### src/rtl/cfRegPkg.sv
package cfRegPkg;
  localparam int ADDR_W = 7;
  localparam int DATA_W = 16;
  localparam int COUNT_W = 8;
  localparam int MAX_SECTORS = 1 << COUNT_W;

  localparam logic [ADDR_W-1:0] OFF_MODE  = 7'h00;
  localparam logic [ADDR_W-1:0] OFF_STAT  = 7'h04;
  localparam logic [ADDR_W-1:0] OFF_LBALO = 7'h10;
  localparam logic [ADDR_W-1:0] OFF_LBAHI = 7'h12;
  localparam logic [ADDR_W-1:0] OFF_CMD   = 7'h14;
  localparam logic [ADDR_W-1:0] OFF_CTRL  = 7'h18;
  localparam logic [ADDR_W-1:0] OFF_DATA  = 7'h40;

  localparam logic [7:0] OP_READ = 8'h03;
  localparam int LOCK_BIT = 1;
  localparam int ST_LOCK = 1;
  localparam int ST_CARD = 4;
  localparam int ST_BUF  = 5;
  localparam int ST_RDY  = 8;

  typedef struct packed {
    logic launch;
    logic nextSector;
  } seqStrobe_t;
endpackage

### src/rtl/cfSeqCtrl.sv
module cfSeqCtrl
  import cfRegPkg::*;
#(
  parameter int WORDS_PER_GROUP = 16,
  parameter int GROUPS_PER_SECTOR = 16,
  parameter int BUSY_W = 8,
  localparam int SW = $clog2(WORDS_PER_GROUP * GROUPS_PER_SECTOR),
  localparam int GW = $clog2(WORDS_PER_GROUP),
  localparam int CNT_W = $clog2(MAX_SECTORS + 1)
) (
  input  logic              clk,
  input  logic              rstN,
  input  logic              cardPresent,
  input  logic              lockGrant,
  input  logic              cmdWrite,
  input  logic [DATA_W-1:0] cmdData,
  input  logic              popReq,
  input  logic [BUSY_W-1:0] busyDelay,
  output seqStrobe_t        strobe,
  output logic              bufReady,
  output logic              cmdReady,
  output logic [SW-1:0]     secWord
);
  typedef enum logic [1:0] {ST_IDLE, ST_WAIT, ST_READY} seqState_t;

  seqState_t state;
  logic [BUSY_W-1:0] busyCnt;
  logic [CNT_W-1:0] sectLeft;
  logic pop, lastInGroup, lastInSector, lastSector;
  logic [CNT_W-1:0] loadCount;

  assign cmdReady = cardPresent && (state == ST_IDLE);
  assign bufReady = (state == ST_READY);
  assign pop = popReq && bufReady;
  assign lastInGroup = &secWord[GW-1:0];
  assign lastInSector = &secWord;
  assign lastSector = (sectLeft == CNT_W'(1));
  assign loadCount = (cmdData[COUNT_W-1:0] == '0) ? CNT_W'(MAX_SECTORS)
                                                   : CNT_W'(cmdData[COUNT_W-1:0]);

  always_comb begin
    strobe.launch = cmdWrite && (cmdData[DATA_W-1:COUNT_W] == OP_READ) &&
                    lockGrant && cmdReady;
    strobe.nextSector = pop && lastInSector;
  end

  always_ff @(posedge clk) begin
    if (!rstN) begin
      state <= ST_IDLE;
      busyCnt <= '0;
      sectLeft <= '0;
      secWord <= '0;
    end else if (!cardPresent) begin
      state <= ST_IDLE;
    end else begin
      case (state)
        ST_IDLE: if (strobe.launch) begin
          state <= ST_WAIT;
          busyCnt <= busyDelay;
          secWord <= '0;
          sectLeft <= loadCount;
        end
        ST_WAIT: begin
          if (busyCnt == '0) state <= ST_READY;
          else busyCnt <= busyCnt - 1'b1;
        end
        ST_READY: if (pop) begin
          secWord <= secWord + 1'b1;
          if (lastInSector) sectLeft <= sectLeft - 1'b1;
          if (lastInGroup) begin
            if (lastInSector && lastSector) begin
              state <= ST_IDLE;
            end else begin
              state <= ST_WAIT;
              busyCnt <= busyDelay;
            end
          end
        end
        default: state <= ST_IDLE;
      endcase
    end
  end
endmodule

### src/rtl/cfRegFile.sv
module cfRegFile
  import cfRegPkg::*;
#(
  parameter int LBA_W = 28,
  parameter int SW = 8,
  localparam int HI_W = LBA_W - 16
) (
  input  logic              clk,
  input  logic              rstN,
  input  logic [ADDR_W-1:0] busAddr,
  input  logic              busWrEn,
  input  logic [DATA_W-1:0] busWrData,
  input  logic              busRdEn,
  output logic [DATA_W-1:0] busRdData,
  input  logic              cardPresent,
  input  logic              bufReady,
  input  logic              cmdReady,
  input  seqStrobe_t        strobe,
  input  logic [SW-1:0]     secWord,
  output logic              cmdWrite,
  output logic [DATA_W-1:0] cmdData,
  output logic              popReq,
  output logic              lockReq,
  output logic              lockGrant
);
  logic modeBit;
  logic [DATA_W-1:0] ctrlReg, lbaLo, cmdReg;
  logic [HI_W-1:0] lbaHi;
  logic [LBA_W-1:0] curLba;
  logic [DATA_W-1:0] statusWord;

  assign cmdWrite = busWrEn && (busAddr == OFF_CMD);
  assign cmdData = busWrData;
  assign popReq = busRdEn && (busAddr == OFF_DATA);
  assign lockReq = ctrlReg[LOCK_BIT];

  always_ff @(posedge clk) begin
    if (!rstN) begin
      modeBit <= 1'b0;
      ctrlReg <= '0;
      lbaLo <= '0;
      lbaHi <= '0;
      cmdReg <= '0;
      lockGrant <= 1'b0;
      curLba <= '0;
    end else begin
      if (busWrEn) begin
        case (busAddr)
          OFF_MODE:  modeBit <= busWrData[0];
          OFF_CTRL:  ctrlReg <= busWrData;
          OFF_LBALO: lbaLo <= busWrData;
          OFF_LBAHI: lbaHi <= busWrData[HI_W-1:0];
          OFF_CMD:   cmdReg <= busWrData;
          default: ;
        endcase
      end
      lockGrant <= ctrlReg[LOCK_BIT];
      if (strobe.launch) curLba <= {lbaHi, lbaLo};
      else if (strobe.nextSector) curLba <= curLba + 1'b1;
    end
  end

  always_comb begin
    statusWord = '0;
    statusWord[ST_LOCK] = lockGrant;
    statusWord[ST_CARD] = cardPresent;
    statusWord[ST_BUF] = bufReady;
    statusWord[ST_RDY] = cmdReady;
  end

  always_comb begin
    case (busAddr)
      OFF_MODE:  busRdData = {{(DATA_W-1){1'b0}}, modeBit};
      OFF_STAT:  busRdData = statusWord;
      OFF_LBALO: busRdData = lbaLo;
      OFF_LBAHI: busRdData = DATA_W'(lbaHi);
      OFF_CMD:   busRdData = cmdReg;
      OFF_CTRL:  busRdData = ctrlReg;
      OFF_DATA:  busRdData = bufReady ? DATA_W'({curLba, secWord}) : '0;
      default:   busRdData = '0;
    endcase
  end
endmodule

### src/rtl/cfRegModel.sv
module cfRegModel
  import cfRegPkg::*;
#(
  parameter int LBA_W = 28,
  parameter int WORDS_PER_GROUP = 16,
  parameter int GROUPS_PER_SECTOR = 16,
  parameter int BUSY_W = 8,
  localparam int SW = $clog2(WORDS_PER_GROUP * GROUPS_PER_SECTOR)
) (
  input  logic              clk,
  input  logic              rstN,
  input  logic [ADDR_W-1:0] busAddr,
  input  logic              busWrEn,
  input  logic [DATA_W-1:0] busWrData,
  input  logic              busRdEn,
  output logic [DATA_W-1:0] busRdData,
  input  logic              cardPresent,
  input  logic [BUSY_W-1:0] busyDelay
);
  seqStrobe_t seqStrobe;
  logic bufReady, cmdReady, cmdWrite, popReq, lockReq, lockGrant, launchPulse;
  logic [DATA_W-1:0] cmdData;
  logic [SW-1:0] secWord;

  assign launchPulse = seqStrobe.launch;

  cfSeqCtrl #(
    .WORDS_PER_GROUP(WORDS_PER_GROUP),
    .GROUPS_PER_SECTOR(GROUPS_PER_SECTOR),
    .BUSY_W(BUSY_W)
  ) u_ctrl (
    .clk(clk), .rstN(rstN), .cardPresent(cardPresent), .lockGrant(lockGrant),
    .cmdWrite(cmdWrite), .cmdData(cmdData), .popReq(popReq), .busyDelay(busyDelay),
    .strobe(seqStrobe), .bufReady(bufReady), .cmdReady(cmdReady), .secWord(secWord)
  );

  cfRegFile #(.LBA_W(LBA_W), .SW(SW)) u_regs (
    .clk(clk), .rstN(rstN), .busAddr(busAddr), .busWrEn(busWrEn),
    .busWrData(busWrData), .busRdEn(busRdEn), .busRdData(busRdData),
    .cardPresent(cardPresent), .bufReady(bufReady), .cmdReady(cmdReady),
    .strobe(seqStrobe), .secWord(secWord), .cmdWrite(cmdWrite), .cmdData(cmdData),
    .popReq(popReq), .lockReq(lockReq), .lockGrant(lockGrant)
  );
endmodule

### config.mk
export PLATFORM = sky130hd
export DESIGN_NAME = cfRegModel
export DESIGN_NICKNAME = d
export VERILOG_FILES = /design/src/rtl/cfRegPkg.sv /design/src/rtl/cfSeqCtrl.sv /design/src/rtl/cfRegFile.sv /design/src/rtl/cfRegModel.sv
export SDC_FILE = /design/constraint.sdc
export NUM_CORES = 1
export LEC_CHECK = 0
export BUFFER_PORTS_ARGS = -buffer_cell sky130_fd_sc_hd__buf_2
export CAP_MARGIN = 20
export CORE_ASPECT_RATIO = 0.5
export CORE_MARGIN = 3
export CORE_UTILIZATION = 35
export CTS_BUF_LIST = sky130_fd_sc_hd__clkbuf_2 sky130_fd_sc_hd__clkbuf_4 sky130_fd_sc_hd__clkbuf_8
export CTS_CLUSTER_SIZE = 28
export DETAILED_ROUTE_END_ITERATION = 12
export PLACE_DENSITY = 0.63
export SLEW_MARGIN = 20
export SYNTH_ARGS = -nofsm -noshare
export SYNTH_HDL_FRONTEND = slang
export SYNTH_HIERARCHICAL = 1
export SYNTH_SLANG_ARGS = --single-unit
### constraint.sdc
create_clock -name clk -period 3.3 [get_ports clk]
set_input_delay 0.33 -clock clk [delete_from_list [all_inputs] [get_ports clk]]
set_output_delay 0.33 -clock clk [all_outputs]
set_load 0.005 [all_outputs]
==> impl_metrics.tcl, run 1 <==
set metrics [dict create \
    wl_per_cell_um 16.9 \
    cts_made_buffers 9 \
    worst_pin_slew_ps 930 \
    async_reset_ff_share_pct 0 \
    cts_num_sinks 97 \
    clk_pin_slew_worst_paths_ps 110 \
    synth_area_per_cell_um2 8.82 \
    syn_area_um2 5450 \
    drcViolationCount 0 \
    antenna_found_initial 0 \
    dp_hpwl_mm 9.91 \
    drtIter0Drc 309 \
    die_w_um 182 \
    grt_max_degree 56 \
    peakVddDrop_uv 174 \
    die_y_um 94.3 \
    dr.pass1.iters 5 \
    post-synth-top-area-cell "dfxtp_1" \
    multi_input_area_um2 3140 \
    worstPathArrival_ps 2390 \
    clock.fmax_mhz 368 \
    cp.required_ps 2970 \
    drv_slew 0 \
    crit_path_max_fanout 10 \
    vias_per_cell 5.36 \
    maxCapViolCount 0 \
    grt_overflow 0 \
    ys_ff_latch 97 \
    htree_levels 3 \
    yosysTopAreaCellShare_pct 35.6 \
    max_slew_margin_pct 38.0 \
    setup_violations 0 \
    power.density_nw_per_um2 355 \
    dp_cells 824 \
    synth_fp_nets 660 \
    ys_types 65 \
    grt_pass1_wl_mm 22.3 \
    cts_root_buffer "clkbuf_8" \
    fin_worst_skew_ps 18.5 \
    via_count 4505 \
    hold_viol_final 0 \
    drive_gt1_share_pct 16.0 \
    critPathKind "reg2out" \
    holdWs_ps 211 \
    finalSetupTns_ps 0 \
    yosysWarnings 6 \
    start_kind "register" \
    core_um2 14900 \
    portBuffers 51 \
    rsz0062_at_grt "no" \
    ctsResizeCount 0 \
    synth_top_flop_cell "dfxtp_1" \
    ant_nets 0 \
    postSynthCellCount 618 \
    cts_hold_buffers 0 \
    die_area_um2 17200 \
    io_pins 52 \
    netlist_top_cells_area "dfxtp_1, mux2i_1, nand2_1, nor2b_1, buf_4" \
    clk_path_buf_depth 2 \
    period_share_pct 82.5 \
    design.final.nets 679 \
    cp-end-kind "output pin" \
    gp_congestion 0.874 \
    totalWireLength_mm 14.2 \
    nFillCells 1515 \
    hold_path.class "in2reg" \
    synth-seq-area-share_pct 35.6 \
    postCtsSetupBuffers 0 \
    fin_crit_ps 2720 \
    grt_pass1_vias 4227 \
    fin_cells 840 \
    power.leakage_nw 2.53 \
    cts_tree "done" \
    row_count 31 \
    diodes 0 \
    synth_edf_count 0 \
    grtUsageTotal_pct 16.3 \
    regArea_um2 1940 \
    start_util_pct 36.7 \
    clk_latency_ps 380 \
    status "complete, no violations" \
    area_growth_syn_to_layout_pct 8.58 \
]
[layout by cell type (no fill, tap or decap), types with 10 or more instances in the layout]
| cell type | instances |
|---|---|
| a22oi_1 | 14 |
| mux2i_1 | 68 |
| o21ai_0 | 31 |
| nand3_1 | 14 |
| buf_2 | 51 |
| a21boi_1 | 10 |
| nor2_1 | 17 |
| xnor2_1 | 11 |
| inv_1 | 14 |
| a21oi_1 | 19 |
| dfxtp_1 | 97 |
| buf_4 | 10 |
| nand2_1 | 82 |
| nor2b_1 | 49 |
[metal layers]
layer	up-vias	part of all wire (%)	track usage [%]
met4	0	2.4	5.83
met1	2153	47	21.5
met3	23	5.5	3.25
li1	2214	-	-
met5	-	0	0
met2	115	45	26.6
[metrics by stage]
step	util, %	cell area [um2]	power, mW	setup slack, ps
floorplan	-	5450	1.29	748
global placement	38.5	5720	1.33	611
detailed placement	38.5	5720	1.34	570
CTS	39.8	5920	2.13	547
global route	39.8	5920	2.18	402
finish	39.8	5920	2.10	579
[flip-flops by register name, summed over array words and instances (netlist names)]
signal,cells
u_regs/lbaHi,12
u_regs/curLba,8
u_ctrl/secWord,8
u_ctrl/sectLeft,9
u_ctrl/busyCnt,8
u_regs/lbaLo,16
u_ctrl/state,2
u_regs/lockGrant,1
u_regs/modeBit,1
u_regs/cmdReg,16
u_regs/ctrlReg,16
[synthesized netlist by cell type, types with 7 or more instances]
cell type / instances
dfxtp_1: 97
nor3_1: 9
nand3_1: 14
nor2b_1: 49
a21boi_1: 10
nor2_1: 17
nor4_1: 9
nand2_1: 82
inv_1: 14
a22oi_1: 14
xnor2_1: 11
o21ai_0: 31
buf_4: 21
clkbuf_1: 18
a21oi_1: 19
buf_2: 9
a31oi_1: 7
mux2i_1: 68
xor2_1: 7
o22ai_1: 7
[power by group]
| group | total [mW] | internal (mW) | switching (mW) |
|---|---|---|---|
| clock network | 0.794 | 0.303 | 0.491 |
| logic | 0.137 | 0.0492 | 0.0873 |
| registers | 1.17 | 1.17 | 0.000964 |
[worst paths after layout]
check | depth (start not counted) | endpoint | slack [ps] | start
worst max-delay path | 8 | busRdData[10] | 580 | u_ctrl/state[0]
worst min-delay path | 3 | u_regs/lbaLo[9] | 210 | busWrData[9]
worst max register to register | 8 | u_regs/curLba[5] | 1110 | u_ctrl/secWord[0]
worst min register to register | 2 | u_regs/lbaLo[14] | 460 | u_regs/lbaLo[14]
[critical path, stage by stage (launching register included)]
cell	delay (ps)
dfxtp_1	430
nand2b_1	220
inv_2	180
nand3b_1	170
nor3b_4	420
buf_4	250
nand2_1	60
o21ai_0	120
buf_2	160
[area by class of cell]
type                    count  area share (%)
clock buffers               9            2.09
clock inverters             7            1.35
inverters                  15           0.951
multi-input cells         453            53.0
flip-flops and latches     97            32.8
well taps                 198            4.19
repair buffers             61            5.58
[cell families after synthesis]
logic type,synth area share (%)
fa+ha+maj,1.38
mux,13.5
simple gates,24.2
buf+inv,6.79
flops,35.6
compound gates,15.6
xor+xnor,2.89
No activity file was read; power rests on OpenSTA's default activity.
==> inputs of run 2 (changes only) <==
ABC_AREA = 1   (was default)
clock period = 2.8 ns   (was 3.3 ns; I/O delays follow)
==> run 2 against run 1 <==
Sequential power increased by 18%. Worst setup slack lost 370 ps. Die area rose by 7.8%. Cell area grew 8.0%. Combinational power rose by 24%. Synthesized cell count up 57%. Non-clock buffer count down 2. Synthesized area rose by 8.2%. Sequential share of layout area decreased by 2.4 points. Cell count rose by 45%. Largest power group unchanged.
==> impl_metrics.tcl, run 2 <==
set metrics [dict create \
    synth_top_flop_cell "dfxtp_1" \
    power.density_nw_per_um2 385 \
    netlist_top_cells_area "dfxtp_1, nand2_1, inv_1, nor2_1, nand3_1" \
    grt_pass1_wl_mm 26.1 \
    start_util_pct 37.0 \
    yosys-top-cells-count "nand2_1, inv_1, nor2_1, dfxtp_1, nand3_1" \
    via_count 5725 \
    grt_pass1_vias 5108 \
    status "complete, no violations" \
    maxCapViolCount 0 \
    critPathKind "reg2out" \
    crit_family "flip-flops" \
    ys_types 38 \
    row_count 32 \
    setup_violations 0 \
    drtIter0Drc 400 \
    hold_viol_final 0 \
    ys_ff_latch 97 \
    start_kind "register" \
    async_reset_ff_share_pct 0 \
    grt_overflow 0 \
    htree_levels 3 \
    dp_hpwl_mm 12.0 \
    die_area_um2 18500 \
    cts_tree "done" \
    fin_crit_ps 2590 \
    crit_path_max_fanout 16 \
    top_regs "u_regs/cmdReg: 16 flops, u_regs/ctrlReg: 16 flops, u_regs/lbaLo: 16 flops" \
    synth_edf_count 0 \
    cts_made_buffers 9 \
    diodes 0 \
    drv_slew 0 \
    worst_pin_slew_ps 653 \
    mostFrequentLayoutCells "nand2_1, nor2_1, inv_1, dfxtp_1, nand3_1" \
    nFillCells 1776 \
    cpPeakStageDelay_ps 580 \
    worstPathArrival_ps 2310 \
    grtUsageTotal_pct 17.6 \
    finalPower_mw 2.46 \
    cts_hold_buffers 0 \
    crit_path_frequent_cell "nand2_1" \
    grt_max_degree 41 \
    clk_pin_slew_worst_paths_ps 110 \
    die_w_um 190 \
    postSynthCellCount 968 \
    synth_area_per_cell_um2 6.09 \
    portBuffers 51 \
    antenna_found_initial 0 \
    clk_latency_ps 380 \
    synth-seq-area-share_pct 32.9 \
    cts_root_buffer "clkbuf_8" \
    rsz0062_at_grt "no" \
    multi_input_area_um2 3080 \
    peakVddDrop_uv 185 \
    vias_per_cell 4.69 \
    dr.pass1.iters 5 \
    cp.required_ps 2520 \
    dp_slack_ps 512 \
    hold_path.class "in2reg" \
    power.leakage_nw 3.19 \
    regArea_um2 1940 \
    yosysMostFrequentCell "nand2_1" \
    final_common_cell "nand2_1" \
    finalSetupTns_ps 0 \
    yosysTopAreaCellShare_pct 32.9 \
    ant_nets 0 \
    gp_congestion 0.856 \
    totalWireLength_mm 16.3 \
    die_y_um 97.8 \
    yosysWarnings 6 \
    ctsResizeCount 0 \
    max_slew_margin_pct 56.4 \
    critPathSlowestCell "dfxtp_1" \
    syn_area_um2 5900 \
    wl_per_cell_um 13.4 \
    post-route-worst-setup-slack_ps 213 \
    clock.fmax_mhz 387 \
    fin_worst_skew_ps 13.6 \
    core_um2 15900 \
    clk_path_buf_depth 2 \
    post-synth-top-area-cell "dfxtp_1" \
    io_pins 52 \
    postCtsSetupBuffers 0 \
    drive_gt1_share_pct 12.1 \
    synth_fp_nets 1010 \
    cp-end-kind "output pin" \
    period_share_pct 92.4 \
    crit_buf_inv 2 \
    worstPathCellList "nand2_2 > inv_2 > nand2_1 > o21ai_0 > nor2_1 > nand2_1 > buf_2" \
    cts_num_sinks 97 \
    drcViolationCount 0 \
    design.final.nets 1037 \
    area_growth_syn_to_layout_pct 8.36 \
]
-- run 2: logic make-up after synthesis --
| group | share of synthesized area (%) |
|---|---|
| AND/OR/NAND/NOR | 41.5 |
| buffers and inverters | 14.9 |
| flip-flops | 32.9 |
| AO/OA/AOI/OAI | 8.40 |
| XOR/XNOR | 0.891 |
| adder cells (fa/ha/maj) | 1.27 |
| multiplexers | 0.170 |
-- run 2: area by class of cell --
cell class                 count  area share, %
clock buffer                   9           1.94
clock inverter                 6          0.940
timing repair buffer          59           4.93
sequential                    97           30.4
tap                          221           4.33
multi-input combinational    671           48.2
inverter                     157           9.30
-- run 2: worst reg2reg max path: stages (launching register included) --
cell and delay (ps):
dfxtp_1 580, nand2_2 300, inv_2 300, nand2_1 90, nor2_1 260, nor2_1 170, nand2_1 100, o221ai_1 100
nand2_1 70, inv_1 40
-- run 2: through the flow --
stage                     hold WS (ps)  area, um2  cells  utilization (%)
after global routing               159       6390   1220             40.1
after detailed placement           458       6210   1205             39.0
after CTS                          148       6390   1220             40.1
after floorplan                    420       5900    968                -
final                              167       6390   1220             40.1
after global placement             447       6210   1205             39.0
-- run 2: report_power, final --
group	switching (mW)	total, mW	internal, mW
clock	0.567	0.907	0.341
combinational	0.120	0.170	0.0498
sequential	0.00174	1.38	1.38
-- run 2: layer usage --
layer	share of wire (%)	GRT usage (%)
met5	0	0
met4	2.1	5.79
met3	6.3	3.52
met2	43	27.5
met1	48	24.4
-- run 2: worst paths after layout --
| path | startpoint | end | slack [ps] | depth (start not counted) |
|---|---|---|---|---|
| worst max-delay path | u_ctrl/state[1] | busRdData[8] | 210 | 7 |
| worst min-delay path | busWrData[9] | u_regs/lbaHi[9] | 170 | 3 |
| worst max register to register | u_ctrl/state[1] | u_regs/curLba[0] | 710 | 9 |
| worst min register to register | u_regs/lbaHi[1] | u_regs/lbaHi[1] | 470 | 2 |
